### src/rtl/i2c_nvreg_pkg.sv
package i2c_nvreg_pkg;

    typedef enum logic [3:0] {
        ST_IDLE,
        ST_ID,
        ST_ID_ACK,
        ST_ADDR,
        ST_ADDR_ACK,
        ST_WDATA,
        ST_WDATA_ACK,
        ST_TX,
        ST_TX_ACK,
        ST_SKIP
    } tgt_state_e;

    localparam logic [4:0] ID_HIGH_BITS = 5'b01010;

endpackage

### src/rtl/i2c_line_sync.sv
module i2c_line_sync (
    input  logic clk,
    input  logic rst_n,
    input  logic scl_i,
    input  logic sda_i,
    output logic sda_s,
    output logic scl_rise,
    output logic scl_fall,
    output logic start_det,
    output logic stop_det
);

    typedef struct packed {
        logic scl_m;
        logic sda_m;
        logic scl_c;
        logic sda_c;
        logic scl_p;
        logic sda_p;
    } sync_t;

    sync_t q, d;

    always_comb begin
        d       = q;
        d.scl_m = scl_i;
        d.sda_m = sda_i;
        d.scl_c = q.scl_m;
        d.sda_c = q.sda_m;
        d.scl_p = q.scl_c;
        d.sda_p = q.sda_c;
    end

    always_ff @(posedge clk or negedge rst_n) begin
        if (!rst_n) q <= '1;
        else        q <= d;
    end

    assign sda_s     = q.sda_c;
    assign scl_rise  = q.scl_c & ~q.scl_p;
    assign scl_fall  = ~q.scl_c & q.scl_p;
    assign start_det = q.scl_c & q.scl_p & q.sda_p & ~q.sda_c;
    assign stop_det  = q.scl_c & q.scl_p & ~q.sda_p & q.sda_c;

endmodule

### src/rtl/nv_busy_timer.sv
module nv_busy_timer #(
    parameter int unsigned CYCLES = 1000
) (
    input  logic clk,
    input  logic rst_n,
    input  logic launch,
    output logic busy
);

    localparam int CW = $clog2(CYCLES + 1);

    logic [CW-1:0] cnt_q, cnt_d;

    always_comb begin
        if (launch)          cnt_d = CW'(CYCLES);
        else if (cnt_q != 0) cnt_d = cnt_q - 1'b1;
        else                 cnt_d = cnt_q;
    end

    always_ff @(posedge clk or negedge rst_n) begin
        if (!rst_n) cnt_q <= '0;
        else        cnt_q <= cnt_d;
    end

    assign busy = (cnt_q != 0);

endmodule

### src/rtl/i2c_target_fsm.sv
module i2c_target_fsm
    import i2c_nvreg_pkg::*;
#(
    parameter int REG_COUNT = 8,
    parameter int AW        = $clog2(REG_COUNT)
) (
    input  logic          clk,
    input  logic          rst_n,
    input  logic          sda_s,
    input  logic          scl_rise,
    input  logic          scl_fall,
    input  logic          start_det,
    input  logic          stop_det,
    input  logic          addr_sel,
    input  logic          busy,
    input  logic [7:0]    rd_byte,
    output logic [AW-1:0] ptr,
    output logic [7:0]    wdata,
    output logic          wr_en,
    output logic          sda_oe
);

    localparam logic [8:0]    REG_LIMIT = 9'(REG_COUNT);
    localparam logic [AW-1:0] LAST_IDX  = AW'(REG_COUNT - 1);

    typedef struct packed {
        tgt_state_e    st;
        logic [3:0]    bitcnt;
        logic [7:0]    shreg;
        logic [7:0]    txreg;
        logic [AW-1:0] ptr;
        logic          rw;
        logic [7:0]    wdata;
        logic          pend;
        logic          mack;
        logic          sda_oe;
        logic          wr_en;
    } fsm_t;

    fsm_t q, d;
    logic [6:0] id_expect;

    assign id_expect = {ID_HIGH_BITS, addr_sel, 1'b0};

    always_comb begin
        d       = q;
        d.wr_en = 1'b0;
        if (stop_det) begin
            d.wr_en  = q.pend;
            d.pend   = 1'b0;
            d.st     = ST_IDLE;
            d.sda_oe = 1'b0;
        end else if (start_det) begin
            d.st     = ST_ID;
            d.bitcnt = '0;
            d.pend   = 1'b0;
            d.sda_oe = 1'b0;
        end else begin
            unique case (q.st)
                ST_ID, ST_ADDR, ST_WDATA: begin
                    if (scl_rise) begin
                        d.shreg  = {q.shreg[6:0], sda_s};
                        d.bitcnt = q.bitcnt + 4'd1;
                    end else if (scl_fall && q.bitcnt == 4'd8) begin
                        d.st = ST_SKIP;
                        if (q.st == ST_ID) begin
                            if (q.shreg[7:1] == id_expect) begin
                                d.sda_oe = 1'b1;
                                d.rw     = q.shreg[0];
                                d.st     = ST_ID_ACK;
                            end
                        end else if (q.st == ST_ADDR) begin
                            if ({1'b0, q.shreg} < REG_LIMIT) begin
                                d.sda_oe = 1'b1;
                                d.ptr    = q.shreg[AW-1:0];
                                d.st     = ST_ADDR_ACK;
                            end
                        end else if (!busy) begin
                            d.sda_oe = 1'b1;
                            d.wdata  = q.shreg;
                            d.pend   = 1'b1;
                            d.st     = ST_WDATA_ACK;
                        end
                    end
                end
                ST_ID_ACK: begin
                    if (scl_fall) begin
                        d.bitcnt = '0;
                        if (q.rw) begin
                            d.st     = ST_TX;
                            d.txreg  = rd_byte;
                            d.sda_oe = ~rd_byte[7];
                        end else begin
                            d.st     = ST_ADDR;
                            d.sda_oe = 1'b0;
                        end
                    end
                end
                ST_ADDR_ACK: begin
                    if (scl_fall) begin
                        d.st     = ST_WDATA;
                        d.bitcnt = '0;
                        d.sda_oe = 1'b0;
                    end
                end
                ST_WDATA_ACK: begin
                    if (scl_fall) begin
                        d.st     = ST_SKIP;
                        d.sda_oe = 1'b0;
                    end
                end
                ST_TX: begin
                    if (scl_fall) begin
                        if (q.bitcnt == 4'd7) begin
                            d.sda_oe = 1'b0;
                            d.st     = ST_TX_ACK;
                            d.ptr    = (q.ptr == LAST_IDX) ? '0 : q.ptr + 1'b1;
                        end else begin
                            d.txreg  = {q.txreg[6:0], 1'b0};
                            d.sda_oe = ~q.txreg[6];
                            d.bitcnt = q.bitcnt + 4'd1;
                        end
                    end
                end
                ST_TX_ACK: begin
                    if (scl_rise) begin
                        d.mack = ~sda_s;
                    end else if (scl_fall) begin
                        if (q.mack) begin
                            d.st     = ST_TX;
                            d.bitcnt = '0;
                            d.txreg  = rd_byte;
                            d.sda_oe = ~rd_byte[7];
                        end else begin
                            d.st = ST_SKIP;
                        end
                    end
                end
                default: ;
            endcase
        end
    end

    always_ff @(posedge clk or negedge rst_n) begin
        if (!rst_n) begin
            q    <= '0;
            q.st <= ST_IDLE;
        end else begin
            q <= d;
        end
    end

    assign ptr    = q.ptr;
    assign wdata  = q.wdata;
    assign wr_en  = q.wr_en;
    assign sda_oe = q.sda_oe;

endmodule

### src/rtl/i2c_nvreg_target.sv
module i2c_nvreg_target #(
    parameter int REG_COUNT = 8,
    parameter int CTRL_ADDR = REG_COUNT - 1,
    parameter int CLK_HZ    = 100_000_000,
    parameter int BUSY_US   = 20_000
) (
    input  logic                         clk,
    input  logic                         rst_n,
    input  logic                         scl_i,
    input  logic                         sda_i,
    output logic                         sda_oe,
    input  logic                         addr_sel,
    output logic [$clog2(REG_COUNT)-1:0] reg_addr,
    output logic                         reg_wr_en,
    output logic [7:0]                   reg_wr_data,
    input  logic [7:0]                   reg_rd_data
);

    localparam int            AW          = $clog2(REG_COUNT);
    localparam int            BUSY_CYCLES = (CLK_HZ / 1_000_000) * BUSY_US;
    localparam logic [AW-1:0] CTRL_IDX    = AW'(CTRL_ADDR);

    logic       sda_s, scl_rise, scl_fall, start_det, stop_det;
    logic       wip;
    logic [7:0] rd_byte;

    i2c_line_sync u_sync (
        .clk       (clk),
        .rst_n     (rst_n),
        .scl_i     (scl_i),
        .sda_i     (sda_i),
        .sda_s     (sda_s),
        .scl_rise  (scl_rise),
        .scl_fall  (scl_fall),
        .start_det (start_det),
        .stop_det  (stop_det)
    );

    always_comb begin
        rd_byte = reg_rd_data;
        if (reg_addr == CTRL_IDX) rd_byte[5] = wip;
    end

    i2c_target_fsm #(
        .REG_COUNT (REG_COUNT),
        .AW        (AW)
    ) u_fsm (
        .clk       (clk),
        .rst_n     (rst_n),
        .sda_s     (sda_s),
        .scl_rise  (scl_rise),
        .scl_fall  (scl_fall),
        .start_det (start_det),
        .stop_det  (stop_det),
        .addr_sel  (addr_sel),
        .busy      (wip),
        .rd_byte   (rd_byte),
        .ptr       (reg_addr),
        .wdata     (reg_wr_data),
        .wr_en     (reg_wr_en),
        .sda_oe    (sda_oe)
    );

    nv_busy_timer #(
        .CYCLES (BUSY_CYCLES)
    ) u_busy (
        .clk    (clk),
        .rst_n  (rst_n),
        .launch (reg_wr_en),
        .busy   (wip)
    );

endmodule

### config.mk
export PLATFORM = sky130hd
export DESIGN_NAME = i2c_nvreg_target
export DESIGN_NICKNAME = d
export VERILOG_FILES = /design/src/rtl/i2c_nvreg_pkg.sv /design/src/rtl/i2c_line_sync.sv /design/src/rtl/nv_busy_timer.sv /design/src/rtl/i2c_target_fsm.sv /design/src/rtl/i2c_nvreg_target.sv
export SDC_FILE = /design/constraint.sdc
export NUM_CORES = 1
export LEC_CHECK = 0
export ABC_AREA = 1
export BUFFER_PORTS_ARGS = -buffer_cell sky130_fd_sc_hd__buf_2
export CORE_UTILIZATION = 40
export DETAILED_ROUTE_END_ITERATION = 8
export SYNTH_ARGS = -nofsm -noshare
export SYNTH_HDL_FRONTEND = slang
export SYNTH_SLANG_ARGS = --single-unit
### constraint.sdc
create_clock -name clk -period 2.2 [get_ports clk]
set_clock_uncertainty 0.2 [all_clocks]
set_input_delay 0.66 -clock clk [delete_from_list [all_inputs] [get_ports clk]]
set_output_delay 0.66 -clock clk [all_outputs]
set_load 0.01 [all_outputs]
; Yosys cells after proc, flatten, opt, wreduce, memory -nomap -nowiden
; Index checks and enable logic that the tools add are counted.
[op_classes]
add_sub_neg = 3
order_cmp = 1
eq_ne = 51
mux = 69
n_bitwise = 19
n_reduce_logical = 22
[op_table]
columns = cell, count
row1 = $mux W4, 13
row2 = $mux W8, 6
row3 = $mux W21, 2
row4 = $mux W7, 6
row5 = $reduce_and A10 Y1, 4
row6 = $ne A4 B3 Y1 const B, 8
row7 = $mux W9, 3
row8 = $mux W13, 2
row9 = $mux W1, 24
row10 = $pmux W4 S6, 1
row11 = $pmux W7 S3, 1
row12 = $reduce_bool A21 Y1, 1
row13 = $sub A21 B1 Y21 const B, 1
row14 = $eq A4 B3 Y1 const B, 5
row15 = $pmux W4 S5, 1
row16 = $mux W3, 6
row17 = $ne A2 B1 Y1 const B, 9
row18 = $ne A3 B3 Y1 const B, 6
row19 = $ne A3 B2 Y1 const B, 5
row20 = $mux W12, 1
row21 = $not A1 Y1, 12
row22 = $reduce_and A12 Y1, 1
row23 = $mux W10, 1
row24 = $reduce_bool A3 Y1, 3
row25 = 29 further kinds, 43
[totals]
regBits = 66

; Longest topological paths before layout
; Gate-level depths: netlist of run 1.
[logic_depth]
depth_word = 9
depth_mapped = 13
ltp_nobuf = 12

; Modules after synthesis
; From an unflattened synthesis of run 1, not the netlist that was laid out.
[hier_totals]
cells_unflattened = 585
area_unflattened_um2 = 4230.3
[by_module_without_submodules]
columns = mod, n_inst, cells_per_inst, area_each_um2
row1 = i2c_target_fsm, 1, 356, 2560.0
row2 = nv_busy_timer, 1, 208, 1452.6
row3 = i2c_line_sync, 1, 17, 198.9
row4 = i2c_nvreg_target, 1, 4, 18.8

; Worst setup path before layout of run 1
; OpenSTA, ideal clock, no wires.
[synth_path]
path_kind = reg-to-reg
from = reg u_busy.cnt_q[0]
to = reg u_fsm.q (netlist bit u_fsm.wdata[7])
setup_ps = 125
arrival_time_ps = 1575
required_ps = 1875
slack_ps = 300
stages_incl_launch_ff = 9
synth_period_minus_slack_ps = 1900
path_cell_list = dfrtp_1 > inv_1 > ha_1 > nand2_1 > nor2_2 > nand3_2 > inv_2 > nand2_4 > mux2_4
[synth_between]
elab_chain_len = 3
[synth_lines]
columns = item, line_no
row1 = from (decl), nv_busy_timer.sv:12  ; logic [CW-1:0] cnt_q, cnt_d;
row2 = from (signal assigned), nv_busy_timer.sv:22  ; else cnt_q <= cnt_d;
row3 = $reduce_bool A21 Y1, nv_busy_timer.sv:25  ; assign busy = (cnt_q != 0);
row4 = $not A1 Y1 (no source line), n/a
row5 = $reduce_and A8 Y1 (no source line), n/a
row6 = to (decl), i2c_target_fsm.sv:40  ; fsm_t q, d;
; Every way passes these cells.
; A chain may end at the register's enable or synchronous reset.

; Worst setup path in the final report of run 1
[layout_path]
from = reg u_sync.q (netlist bit u_sync.sda_s)
to = reg u_fsm.q[21] (netlist bit)
[layout_between]
elab_chain_len = 4
word_cells_on_any_way = 6
[layout_lines]
columns = item, line_no
row1 = from (decl), i2c_line_sync.sv:22  ; sync_t q, d;
row2 = from (signal assigned), i2c_line_sync.sv:35  ; if (!rst_n) q <= '1;
row3 = from (signal assigned), i2c_line_sync.sv:36  ; else q <= d;
row4 = $not A1 Y1, i2c_line_sync.sv:42  ; assign start_det = q.scl_c & q.scl_p & q.sda_p & ~q.sda_c;
row5 = $and A1 B1 Y1, i2c_line_sync.sv:42
row6 = $not A1 Y1 (no source line), n/a
row7 = $reduce_and A10 Y1 (no source line) *, n/a
; Mark *: on every way between the ends. The rest lies on a longest branch, timed or not.

==> impl_metrics.json, run 1 <==
{
  "cpPeakStageDelay_ns": 0.55,
  "diodes": 0,
  "powerDensity_nw_per_um2": 1280,
  "root_buffer": "clkbuf_8",
  "clk_path_buf_depth": 2,
  "use_met3": 0.0429,
  "grt_antenna_before_repair": 0,
  "busiest_layer": "met2",
  "ant_nets": 0,
  "outcome": "finished, final reports clean",
  "worstPathRequired_ns": 2.28,
  "finalCriticalPeriod_ns": 2.07,
  "critical_path.top_delay_family": "simple AND/OR/NAND/NOR gates",
  "synth.most_common_cell": "nand2_1",
  "crit_buf_inv": 3,
  "cts_tree": "yes",
  "dpl.cell_count": 604,
  "path_clk_slew_ns": 0.08,
  "numCtsBuffers": 9,
  "drive_above_1_share": 0.187,
  "port-buffer-count": 25,
  "grt.overflow.total": 0,
  "grt_max_degree": 30,
  "avgSynthCellArea_um2": 7.79,
  "r2r_cells": 10,
  "area_delta_synth_final_pct": 13.9,
  "drt_wl_total_um": 8350,
  "switching_share": 0.421,
  "vias_per_cell": 5.10,
  "synth_top_area_frac": 0.404,
  "syn_area_um2": 3720,
  "setup_viol": 0,
  "instances_no_fill": 621,
  "cts.htree.levels": 3,
  "wire_per_inst_um": 13.5,
  "grt_pass1_vias": 3152,
  "io_pins": 26,
  "start_util": 0.420,
  "p_comb_frac": 0.406,
  "die_y_um": 98.4,
  "yosysTopAreaCell": "dfrtp_1",
  "synth_common_cells": "nand2_1, nor2_1, dfrtp_1",
  "synth_edf_count": 0,
  "synthArstFlopShare": 1.00,
  "fin_crit_sh": 0.942,
  "p_sw_w": 0.00228,
  "clk-insertion-delay-late_ns": 0.34,
  "groute.usage.overall": 0.191,
  "crit_path_end_kind": "flop",
  "worstPathArrival_ns": 2.15,
  "drc": 0,
  "critPathLaunchType": "flop",
  "intPower_w": 0.00314,
  "syn_nets": 495,
  "core_um2": 8850,
  "pre_cts_ws_ns": 0.120,
  "ys_ff_latch": 66,
  "slew_headroom": 0.736,
  "synthTopCellsByArea": "dfrtp_1, nand2_1, nor2_1, o21ai_0, inv_1",
  "cp.depth": 10,
  "crit_chain": "inv_2 -> nand4_2 -> inv_2 -> nor2_4 -> inv_1 -> a21oi_1 -> nand3_4 -> nor2_1 -> nand2_1 -> nand2_1",
  "synth_ff_type": "dfrtp_1",
  "gp_congestion": 0.943,
  "num_rows": 34,
  "clockPowerShare": 0.232,
  "route.vias.total": 3164,
  "irDropWorstVdd_v": 0.000457,
  "seqPwrFrac": 0.362,
  "yosys.cell_types.count": 39,
  "fin_ws_ns": 0.129,
  "initialDrtViolationCount": 159,
  "yosys_warnings": 0,
  "slowest_stage": "dfstp_2",
  "die_x_um": 98.4,
  "dp_hpwl_um": 6250,
  "maxCapViolations": 0,
  "dieArea_um2": 9680,
  "fin_util": 0.479,
  "fmax_mhz": 483,
  "final_max_slew_viol_count": 0,
  "grt_pass1_wl_um": 14800,
  "clkSinkCount": 66,
  "hold_path_class": "in -> async",
  "synthCells": 477,
  "final-hold-violation-count": 0,
  "worst_slew_pin_slew_ns": 0.395,
  "ctsHoldBuffers": 0,
  "met1_usage": 0.249,
  "finalNetCount": 526,
  "power.static_leakage_nw": 2.17,
  "ys_seq_area_frac": 0.446,
  "first_pass_iters": 4,
  "gr-usage-met2": 0.312,
  "cp_max_fo": 14,
  "critPathKind": "reg -> reg"
}
## layout make-up
type	count	area (µm²)
clock buffers	9	124
well taps	108	135
flip-flops and latches	66	1660
clock inverters	7	125
inverters	56	210
repair buffers	37	240
multi-input cells	338	1740
fillers	860	4610
## power groups by stage
stage	Clock [W]	Combinational [W]	Sequential (W)
finish	0.00126	0.00220	0.00196
global route	0.00135	0.00256	0.00202
CTS	0.00130	0.00218	0.00196
detailed placement	0	0.00216	0.00198
global placement	0	0.00214	0.00196
floorplan	0	0.00172	0.00188
## cell usage in the layout, fill, tap and decap left out, types with 2 or more instances in the layout
cell type	synthesis	routed
a21oi_1	18	18
a22oi_1	2	2
buf_12	0	2
buf_2	2	25
buf_4	12	10
bufinv_16	0	3
clkbuf_8	0	9
clkinv_4	0	3
dfrtp_1	60	60
dfstp_2	6	6
ha_1	5	4
inv_1	47	47
inv_2	9	9
mux2i_1	5	5
nand2_1	100	100
nand2_2	3	3
nand3_1	25	24
nand3_2	5	5
nand3b_1	3	3
nand4_1	8	8
nand4_2	2	2
nor2_1	63	63
nor2_2	5	4
nor2_4	1	2
nor3_1	8	8
nor3b_1	2	2
o21ai_0	36	36
o21ai_1	22	22
o21ai_2	4	4
or2_2	3	3
xnor2_1	4	4
xor2_1	5	5
## per-stage QoR
| step | power, W | hold WS [ns] | area [µm²] | setup TNS [ns] |
|---|---|---|---|---|
| 2_1_floorplan | 0.00360 | 0.145 | 3720 | 0 |
| 6_report | 0.00543 | 0.0238 | 4240 | 0 |
| 4_1_cts | 0.00544 | 0.0207 | 4210 | 0 |
| 5_1_grt | 0.00593 | 0.0308 | 4240 | -0.0135 |
| 3_3_place_gp | 0.00410 | 0.146 | 3960 | 0 |
| 3_5_place_dp | 0.00414 | 0.147 | 3960 | 0 |
## layer usage
metal / routed length, µm / vias up
li1: - / 1611
met1: 3970 / 1471
met2: 3900 / 59
met3: 288 / 23
met4: 204 / 0
met5: 0 / -
## kinds of logic after synthesis
group / synth area share
muxes: 0.0175
buffers and inverters: 0.0905
xor gates and xnor gates: 0.0212
and+or+nand+nor: 0.282
AOI/OAI and AO/OA: 0.126
adders and majority gates: 0.0168
DFF: 0.446
## final timing paths
path,start,to,slack (ns)
hold reg to reg,u_sync.d[3],u_sync.d[1],0.16
max in group asynchronous,rst_n,u_sync.d[2],1.22
hold / removal,rst_n,u_busy.cnt_q[5],0.02
setup reg to reg,u_sync.sda_s,u_fsm.q[21],0.13
setup / recovery,u_sync.sda_s,u_fsm.q[21],0.13
min in group clk,u_sync.d[3],u_sync.d[1],0.16
## what timing repair did
action / 4_1_cts / 5_1_grt
gates resized for setup: 0 / 4
setup endpoints to repair: 0 / 18
buffers inserted: 0 / 1
## sequential cells by signal, indices dropped and copies added, names as in the netlist
| name | count |
|---|---|
| u_busy.cnt_q | 21 |
| u_fsm.wr_en | 1 |
| u_fsm.wdata | 8 |
| u_fsm.ptr | 3 |
| u_sync.sda_s | 1 |
| u_fsm.sda_oe | 1 |
| u_sync.q | 2 |
| u_sync.d | 3 |
| u_fsm.q | 26 |
(Power assumes the default switching activity.)
==> inputs of run 2 (changes only) <==
--- a/config.mk
+++ b/config.mk
@@ -5,7 +5,6 @@
 export SDC_FILE = /design/constraint.sdc
 export NUM_CORES = 1
 export LEC_CHECK = 0
-export ABC_AREA = 1
 export BUFFER_PORTS_ARGS = -buffer_cell sky130_fd_sc_hd__buf_2
 export CORE_UTILIZATION = 40
 export DETAILED_ROUTE_END_ITERATION = 8
==> run 2 against run 1 <==
The flow now finishes with violations (negative setup slack). Fmax fell by 22%. Global-route usage increased by 0.55 points. First-iteration DRC count is 35% higher. Register-to-register slack lost 0.57 ns. Synthesized area is 6.5% lower. Non-clock buffer count is 73 higher. Die area is 6.4% lower. Critical endpoint is now u_fsm.wdata[3]. Critical path depth shrank 4. Sequential power fell by 2%. Sequential share of layout area decreased by 4.4 points. Largest power group unchanged. Total power grew 5.9%.
==> impl_metrics.json, run 2 <==
{
  "num_rows": 33,
  "ant_nets": 0,
  "synth_edf_count": 0,
  "groute.usage.overall": 0.197,
  "fin_crit_sh": 1.20,
  "diodes": 0,
  "yosysTopAreaCell": "dfrtp_1",
  "yosys_warnings": 0,
  "layout_common_cells": "buf_4, dfrtp_1, nand2_1",
  "irDropWorstVdd_v": 0.000452,
  "die_y_um": 95.2,
  "p_total_w": 0.00575,
  "grt_max_degree": 30,
  "synth_top_area_frac": 0.432,
  "io_pins": 26,
  "grt.overflow.total": 0,
  "worstPathRequired_ns": 2.24,
  "finalCriticalPeriod_ns": 2.64,
  "grt_pass1_wl_um": 13500,
  "drc": 0,
  "largest_register_ff_count": 26,
  "clk_path_buf_depth": 2,
  "crit_path_frequent_cell": "or3_4",
  "violations": "negative setup slack",
  "synth_ff_type": "dfrtp_1",
  "numCtsBuffers": 9,
  "clk-insertion-delay-late_ns": 0.35,
  "powerDensity_nw_per_um2": 1200,
  "synthTopCellsByArea": "dfrtp_1, dfstp_2, mux2_2, nand2_1, o21ai_0",
  "avgSynthCellArea_um2": 10.0,
  "ys_seq_area_frac": 0.477,
  "slew_headroom": 0.683,
  "grt_antenna_before_repair": 0,
  "whs_ns": 0.0458,
  "fill_cells": 717,
  "top_register": "u_fsm.q",
  "ctsHoldBuffers": 0,
  "worst_slew_pin_slew_ns": 0.473,
  "wire_per_inst_um": 15.2,
  "fmax_mhz": 379,
  "cts.htree.levels": 3,
  "maxCapViolations": 0,
  "route.vias.total": 2950,
  "synthArstFlopShare": 1.00,
  "cp_max_fo": 5,
  "clkSinkCount": 66,
  "multi_input_area_um2": 1840,
  "crit_path_end_kind": "flop",
  "dp_hpwl_um": 5830,
  "ff2ff_setup_slack_ns": -0.44,
  "syn_area_um2": 3480,
  "ys_ff_latch": 66,
  "core_um2": 8300,
  "setup_viol": 33,
  "start_util": 0.419,
  "grt_pass1_vias": 2877,
  "cts_tree": "yes",
  "hold_path_class": "in -> async",
  "rsz0062_at_grt": "yes",
  "path_clk_slew_ns": 0.08,
  "slowest_stage": "or4_4",
  "area_delta_synth_final_pct": 37.5,
  "initialDrtViolationCount": 214,
  "pre_cts_ws_ns": -0.532,
  "critPathLaunchType": "flop",
  "placed_area_um2": 4160,
  "fin_ws_ns": -0.439,
  "synth_common_cells": "dfrtp_1, nand2_1, nor2_1, o21ai_0, a21oi_1",
  "syn_nets": 365,
  "port-buffer-count": 25,
  "synthCells": 347,
  "drt_wl_total_um": 8430,
  "seq_area_um2": 1660,
  "final_cell_area_um2": 4780,
  "die_x_um": 95.2,
  "cpPeakStageDelay_ns": 0.44,
  "worstPathArrival_ns": 2.68,
  "fin_util": 0.576,
  "synth.most_common_cell": "dfrtp_1",
  "final_common_cell": "buf_4",
  "gp_congestion": 0.863,
  "outcome": "complete, but fails checks",
  "yosys.cell_types.count": 49,
  "first_pass_iters": 5,
  "vias_per_cell": 5.32,
  "root_buffer": "clkbuf_8",
  "dieArea_um2": 9070,
  "crit_chain": "or3_4 -> or3_4 -> or3_4 -> or4_4 -> buf_6 -> mux2_4",
  "power.static_leakage_nw": 2.25,
  "final-hold-violation-count": 0,
  "critPathKind": "reg -> reg",
  "finalNetCount": 462,
  "drive_above_1_share": 0.425,
  "final_max_slew_viol_count": 0
}
## run 2: changes by cell type in the layout (fill, tap and decap cells not counted), sizes merged, moves of 20 or more
| cell | previous run | this run |
|---|---|---|
| buf | 37 | 110 |
| mux2 | 1 | 21 |
| inv | 57 | 9 |
| nor2 | 69 | 26 |
| o21ai | 62 | 27 |
| nand3 | 30 | 9 |
| nand2 | 104 | 36 |
## run 2: stage by stage
stage                     cells  setup TNS [ns]
after floorplan             347           -4.60
after global routing        554           -9.56
final                       554           -7.05
after detailed placement    522           -5.55
after global placement      522           -5.03
after CTS                   545           -5.62
## run 2: kinds of logic (layout without fill, tap and decap cells)
logic type,after synthesis,in the layout,synth area share
adders and majority gates,6,6,0.0209
and+or+nand+nor,129,129,0.195
xor gates and xnor gates,16,16,0.0403
AOI/OAI and AO/OA,69,69,0.118
buffers and inverters,32,134,0.0486
DFF,66,66,0.477
muxes,29,29,0.0997
## run 2: where the power goes
group / internal [W] / total [W] / leakage (nW) / switching [W]
combinational: 0.00123 / 0.00235 / 1.27 / 0.00112
sequential: 0.00159 / 0.00192 / 0.839 / 0.000332
clock: 0.000984 / 0.00147 / 0.144 / 0.000489
## run 2: area by class of cell
type,instances,area share
repair buffers,110,0.173
clock buffers,9,0.0259
multi-input cells,249,0.386
well taps,105,0.0275
clock inverters,7,0.0343
inverters,8,0.00628
flip-flops and latches,66,0.347
## run 2: final timing paths
path                                       start  cells after the start              end
worst max-delay path            u_busy.cnt_q[17]                      6   u_fsm.wdata[3]
worst min-delay path                       rst_n                      1  u_busy.cnt_q[1]
worst max register to register  u_busy.cnt_q[17]                      6   u_fsm.wdata[3]
worst min register to register       u_sync.d[3]                      0      u_sync.d[1]
max in group asynchronous                  rst_n                      2      u_sync.q[1]
min in group clk                     u_sync.d[3]                      0      u_sync.d[1]
## run 2: what timing repair did
| item | in CTS | in global routing |
|---|---|---|
| setup buffers | 6 | 10 |
| resized for setup | 15 | 47 |
| setup endpoints to repair | 22 | 41 |
| cloned | 1 | 0 |
| pin swaps | 6 | 21 |
## run 2: worst max-delay path: cells and delay by family (launching register included)
family        cells  cell delay, ns
flops             1            0.38
buf+inv           1            0.16
mux               1            0.29
simple gates      4            1.49
## run 2: routing by layer
layer | global-route usage | up-vias | part of all wire
met5 | 0 | - | 0
met4 | 0.0732 | 0 | 0.017
met3 | 0.0431 | 15 | 0.038
met2 | 0.309 | 65 | 0.47
met1 | 0.264 | 1434 | 0.47
li1 | - | 1436 | -
